===== config.mk =====
export PLATFORM = sky130hd
export DESIGN_NAME = nvtx_ctrl
export DESIGN_NICKNAME = d
export VERILOG_FILES = /design/src/rtl/nvtx_pkg.sv /design/src/rtl/nvtx_seq.sv /design/src/rtl/nvtx_mem.sv /design/src/rtl/nvtx_ctrl.sv
export SDC_FILE = /design/constraint.sdc
export NUM_CORES = 1
export LEC_CHECK = 0
export BUFFER_PORTS_ARGS = -buffer_cell sky130_fd_sc_hd__buf_2
export CAP_MARGIN = 20
export CORE_MARGIN = 2
export CORE_UTILIZATION = 35
export CTS_BUF_LIST = sky130_fd_sc_hd__clkbuf_16
export DETAILED_ROUTE_END_ITERATION = 10
export RECOVER_POWER = 50
export SYNTH_ARGS = -nofsm -noshare
export SYNTH_HDL_FRONTEND = slang
export SYNTH_SLANG_ARGS = --single-unit

===== constraint.sdc =====
create_clock -name clk -period 2 [get_ports clk]
set_input_delay 0.1 -clock clk [delete_from_list [all_inputs] [get_ports clk]]
set_output_delay 0.1 -clock clk [all_outputs]
set_load 0.01 [all_outputs]

===== src/rtl/nvtx_pkg.sv =====
package nvtx_pkg;

    typedef enum logic [1:0] {
        XM_SRAM   = 2'd0,
        XM_STORE  = 2'd1,
        XM_RECALL = 2'd2
    } xfer_mode_e;

    typedef struct packed {
        logic erase;
        logic commit_store;
        logic commit_recall;
    } xfer_ctl_s;

    function automatic int unsigned cnt_width(input int unsigned a, input int unsigned b);
        int unsigned m;
        m = (a > b) ? a : b;
        return (m < 2) ? 1 : $clog2(m);
    endfunction

endpackage


===== src/rtl/nvtx_seq.sv =====
module nvtx_seq
    import nvtx_pkg::*;
#(
    parameter int unsigned STORE_CYC   = 20,
    parameter int unsigned RESTORE_CYC = 12
) (
    input  logic       clk,
    input  logic       rst,
    input  logic       low_supply,
    input  logic       supply_good,
    input  logic       store_req,
    output xfer_mode_e mode,
    output logic       pending,
    output xfer_ctl_s  ctl
);
    localparam int unsigned CNT_W = cnt_width(STORE_CYC, RESTORE_CYC);

    xfer_mode_e       state_q;
    logic [CNT_W-1:0] cnt_q;
    logic             pend_q;
    logic             go_recall;
    logic             go_store;
    logic             last;

    always_comb begin
        go_recall = (state_q == XM_SRAM) && pend_q && supply_good && !low_supply;
        go_store  = (state_q == XM_SRAM) && store_req && !pend_q && !low_supply && !go_recall;
        last      = (state_q != XM_SRAM) && (cnt_q == '0);
        ctl.erase         = go_store;
        ctl.commit_store  = last && (state_q == XM_STORE);
        ctl.commit_recall = last && (state_q == XM_RECALL);
    end

    always_ff @(posedge clk) begin
        if (rst) begin
            state_q <= XM_SRAM;
            cnt_q   <= '0;
            pend_q  <= 1'b0;
        end else begin
            if (low_supply)     pend_q <= 1'b1;
            else if (go_recall) pend_q <= 1'b0;

            if (go_recall) begin
                state_q <= XM_RECALL;
                cnt_q   <= CNT_W'(RESTORE_CYC - 1);
            end else if (go_store) begin
                state_q <= XM_STORE;
                cnt_q   <= CNT_W'(STORE_CYC - 1);
            end else if (last) begin
                state_q <= XM_SRAM;
            end else if (state_q != XM_SRAM) begin
                cnt_q <= cnt_q - 1'b1;
            end
        end
    end

    assign mode    = state_q;
    assign pending = pend_q;

endmodule


===== src/rtl/nvtx_mem.sv =====
module nvtx_mem
    import nvtx_pkg::*;
#(
    parameter int unsigned ADDR_W = 4,
    parameter int unsigned DATA_W = 8
) (
    input  logic              clk,
    input  logic              rst,
    input  logic              busy,
    input  logic              rd_en,
    input  logic              wr_en,
    input  logic [ADDR_W-1:0] addr,
    input  logic [DATA_W-1:0] wdata,
    input  xfer_ctl_s         ctl,
    output logic [DATA_W-1:0] rdata
);
    localparam int unsigned DEPTH = 1 << ADDR_W;

    logic              wr_ok;
    logic [DATA_W-1:0] word_vec [DEPTH];

    assign wr_ok = wr_en && !busy;

    for (genvar w = 0; w < DEPTH; w++) begin : g_word
        logic [DATA_W-1:0] sram_q;
        logic [DATA_W-1:0] nv_q;

        always_ff @(posedge clk) begin
            if (rst) begin
                sram_q <= '0;
                nv_q   <= '0;
            end else begin
                if (ctl.commit_recall)
                    sram_q <= nv_q;
                else if (wr_ok && (addr == ADDR_W'(w)))
                    sram_q <= wdata;

                if (ctl.erase)
                    nv_q <= '0;
                else if (ctl.commit_store)
                    nv_q <= sram_q;
            end
        end

        assign word_vec[w] = sram_q;
    end

    always_ff @(posedge clk) begin
        if (rst)
            rdata <= '0;
        else if (rd_en && !busy)
            rdata <= word_vec[addr];
        else
            rdata <= '0;
    end

endmodule


===== src/rtl/nvtx_ctrl.sv =====
module nvtx_ctrl
    import nvtx_pkg::*;
#(
    parameter int unsigned ADDR_W      = 4,
    parameter int unsigned DATA_W      = 8,
    parameter int unsigned STORE_CYC   = 20,
    parameter int unsigned RESTORE_CYC = 12
) (
    input  logic              clk,
    input  logic              rst,
    input  logic              low_supply,
    input  logic              supply_good,
    input  logic              store_req,
    input  logic              rd_en,
    input  logic              wr_en,
    input  logic [ADDR_W-1:0] addr,
    input  logic [DATA_W-1:0] wdata,
    output logic [DATA_W-1:0] rdata,
    output logic              busy,
    output logic [1:0]        xfer_mode,
    output logic              recall_pending
);
    xfer_mode_e mode;
    xfer_ctl_s  ctl;

    nvtx_seq #(
        .STORE_CYC  (STORE_CYC),
        .RESTORE_CYC(RESTORE_CYC)
    ) u_seq (
        .clk        (clk),
        .rst        (rst),
        .low_supply (low_supply),
        .supply_good(supply_good),
        .store_req  (store_req),
        .mode       (mode),
        .pending    (recall_pending),
        .ctl        (ctl)
    );

    assign busy      = (mode != XM_SRAM);
    assign xfer_mode = mode;

    nvtx_mem #(
        .ADDR_W(ADDR_W),
        .DATA_W(DATA_W)
    ) u_mem (
        .clk  (clk),
        .rst  (rst),
        .busy (busy),
        .rd_en(rd_en),
        .wr_en(wr_en),
        .addr (addr),
        .wdata(wdata),
        .ctl  (ctl),
        .rdata(rdata)
    );

endmodule


==> metrics.md <==
| Metric | Value |
|---|---|
| Yosys reg bits | 272 |
| Max Slew Vio Count | 0 |
| Hold depth | 4 |
| Synthesized area | 11,730 µm² |
| Max cap viols | 0 |
| Longest Clk Path Bufs | 3 |
| Drt drc | 0 |
| Ys Warns | 0 |
| Sequential fraction of the synthesis area | 0.4641 |
| Root Driver | clkbuf_16 |
| Clock slew at reported path FFs | 0.06 ns |
| # IOs | 31 |
| CORE AREA | 33,280 µm² |
| Critical path fanouts, max | 8 |
| Crit path time final | 1.945 ns |
| Tcrit/Tclk final | 0.9723 |
| Die ar. | 35,000 µm² |
| Drt pass-1 iters | 5 |
| Tightest Hold Check Type | primary input to flip-flop |
| Drt total wl | 33,790 µm |
| RSZ-0062 raised after global routing | yes |
| Die W | 187.1 µm |
| Largest cells by area after synthesis | dfxtp_1 46%, a21oi_1 11%, nand2_1 8.3% |
| Total global routing track utilization | 0.1817 |
| R2R Path End | u_mem.g_word[7].sram_q[1] |
| Hold Startpoint | supply_good |
| Setup TNS | 0 ns |
| Pin count of the biggest net entering global routing | 134 |
| Grt total ovfl | 0 |
| Routability cong. | 0.7674 |
| Flop-to-flop setup slack | 0.06 ns |
| Critical path capture point type | flip-flop |
| Synthesized area per cell | 8.882 µm² |
| FF-to-FF Start | u_seq.cnt_q[0] |
| Leading cell type in the layout, fill and taps excluded | dfxtp_1 |
| Antenna violations before repair | 0 |
| Max Clock Skew | 0.007030 ns |
| Routed vias/inst | 5.429 |
| Critical path startpoint category | flip-flop |
| Leakage power | 4.664 nW |
| Post-Layout Cell Count | 1,831 |
| Share of Yosys cell area claimed by the top area cell type | 0.4641 |
| EDFF count, synth | 0 |
| CTS tree | built |
| Syn_nets | 1,341 |
| Cell Rows | 67 |
| Commonest non-fill, non-tap cells in the layout | 268 x dfxtp_1, 260 x nand2_1, 260 x a21oi_1, 133 x nor2_1, 98 x a211oi_1 |
| First-pass GRT wire length | 51,500 µm |
| Via count | 9,940 |
| H-tree depth | 1 |
| Initial Util | 0.3525 |
| Placed instance area | 12,790 µm² |
| Vias in the first global route | 9,212 |
| Cts bufs inserted | 30 |
| Clk_lat worst skew | 0.55 ns |
| Finished layout cell area | 14,180 µm² |
| Fin. Hold Viols | 0 |
| Critical path type | flip-flop to flip-flop |
| Fin nets | 1,385 |
| Maximum clock frequency | 514.2 MHz |
| PD cells | 902.8 nW/µm² |
| CTS sink cnt | 272 |
| Share of layout cells above drive strength 1 | 0.1779 |
| Final ANT Viol Nets | 0 |
| Antenna fix cells | 0 |
| Area grow syn2layout | 20.89% |
| Initial DRC count | 779 |
| Die Y | 187.1 µm |
| Post-synth ARST share | 0 |
| Min-Delay Endpoint | u_seq.cnt_q[2] |
| Dpl cells | 1,753 |
| Maximum vdd drop | 568.9 µV |
| Synth Instances | 1,321 |
| CP required | 2.39 ns |
| I/O Buffers | 30 |
| Synth cell types | 46 |
| Critical path arrival | 2.34 ns |
| Tot Pwr | 12.80 mW |
| Worst slew margin | 0.4934 |
| Hold WS | 0.01792 ns |
| Reg2Reg Depth | 8 |
| Biggest area consumer among synthesized cells | dfxtp_1 |
| Filler cells | 3,172 |
| Worst Tran Pin Value | 0.7599 ns |
| Status | finished clean |
| Synth Flop Type | dfxtp_1 |
| # setup viols final | 0 |
| HPWL after DPL | 19,550 µm |
| Wire per inst | 18.45 µm |
[kinds of logic after synthesis]
family | count (synthesis) | share of synthesized area
adders and majority gates | 1 | 0.001066
DFF | 272 | 0.4641
xor gates and xnor gates | 2 | 0.001493
muxes | 42 | 0.06036
buffers and inverters | 122 | 0.06526
AOI/OAI and AO/OA | 444 | 0.2558
and+or+nand+nor | 438 | 0.1519
[cell usage after synthesis, types with 5 or more instances]
cell type	count
nor2_1	134
buf_4	14
nand3_1	5
a22o_1	5
dfxtp_1	272
a21boi_1	8
buf_2	13
o22ai_4	14
a211oi_2	26
and3_1	5
mux2i_1	19
buf_6	29
mux4_2	23
a221o_1	5
clkbuf_1	60
nand2_1	260
o21ai_0	6
a21oi_1	260
a22oi_1	10
a211oi_1	103
[per-layer routing]
layer	vias to the layer above	global-route usage	part of all wire
met5	-	0	0
met2	266	0.3001	0.48
met4	0	0.05708	0.020
met3	43	0.02477	0.055
met1	4882	0.2465	0.44
li1	4749	-	-
[cell type report]
cell class / count / area (µm²) / area share
Inverter: 4 / 15.01 / 0.001059
Multi-Input combinational cell: 927 / 5618 / 0.3961
Clock inverter: 19 / 180.2 / 0.01270
Sequential cell: 272 / 5450 / 0.3843
Tap cell: 448 / 560.5 / 0.03952
Timing Repair Buffer: 130 / 1584 / 0.1117
Clock buffer: 31 / 775.7 / 0.05469
[flip-flops by register name, summed over array words and instances (netlist names)]
name                 cells
u_mem.g_word.nv_q      128
u_mem.g_word.sram_q    128
u_mem.rdata              8
u_seq.cnt_q              5
u_seq.mode               2
u_seq.pending            1
[report_power, final]
part	internal, mW	leakage (nW)	switching (mW)
Sequential	5.58	2.20	0.127
Combinational	0.674	1.96	1.00
Clock	3.27	0.507	2.15
[worst max-delay path, cell delays in order, from the launching register on]
cell       delay, ns
dfxtp_2         0.32
inv_2           0.06
ha_4            0.13
or3b_4          0.46
clkbuf_16       0.22
o22ai_4         0.23
buf_12          0.14
clkbuf_16       0.15
a211oi_1        0.07
[through the flow]
stage | setup slack, ns | util
3_3_place_gp | -0.1544 | 0.3843
6_report | 0.05533 | 0.4262
3_5_place_dp | -0.2314 | 0.3843
2_1_floorplan | 0.1176 | -
4_1_cts | -0.01533 | 0.4154
5_1_grt | -0.01006 | 0.4262
[how the worst max path moves through the flow]
| stage | cells after the start | startpoint | end | slack (ns) |
|---|---|---|---|---|
| detailed placement | 8 | u_seq.cnt_q[0] | u_mem.g_word[6].sram_q[4] | -0.23 |
| finish | 8 | u_seq.cnt_q[0] | u_mem.g_word[7].sram_q[1] | 0.06 |
| floorplan | 9 | u_seq.cnt_q[0] | u_mem.g_word[12].sram_q[3] | 0.12 |
| global route | 8 | u_seq.cnt_q[0] | u_mem.g_word[3].sram_q[1] | -0.01 |
| CTS | 6 | u_seq.mode[1] | u_mem.g_word[12].sram_q[2] | -0.02 |
| global placement | 8 | u_seq.cnt_q[0] | u_mem.g_word[6].sram_q[3] | -0.15 |
[timing repair]
| action | CTS | global route |
|---|---|---|
| resized for setup | 5 | 18 |
| pin swaps | 1 | 6 |
| endpoints found under the hold margin | 7 | 0 |
| gates cloned | 1 | 5 |
| hold buffers | 2 | 0 |
| setup buffers | 0 | 20 |
| endpoints found under the setup margin | 179 | 160 |
Note: power is estimated with default switching activity, not from simulation.
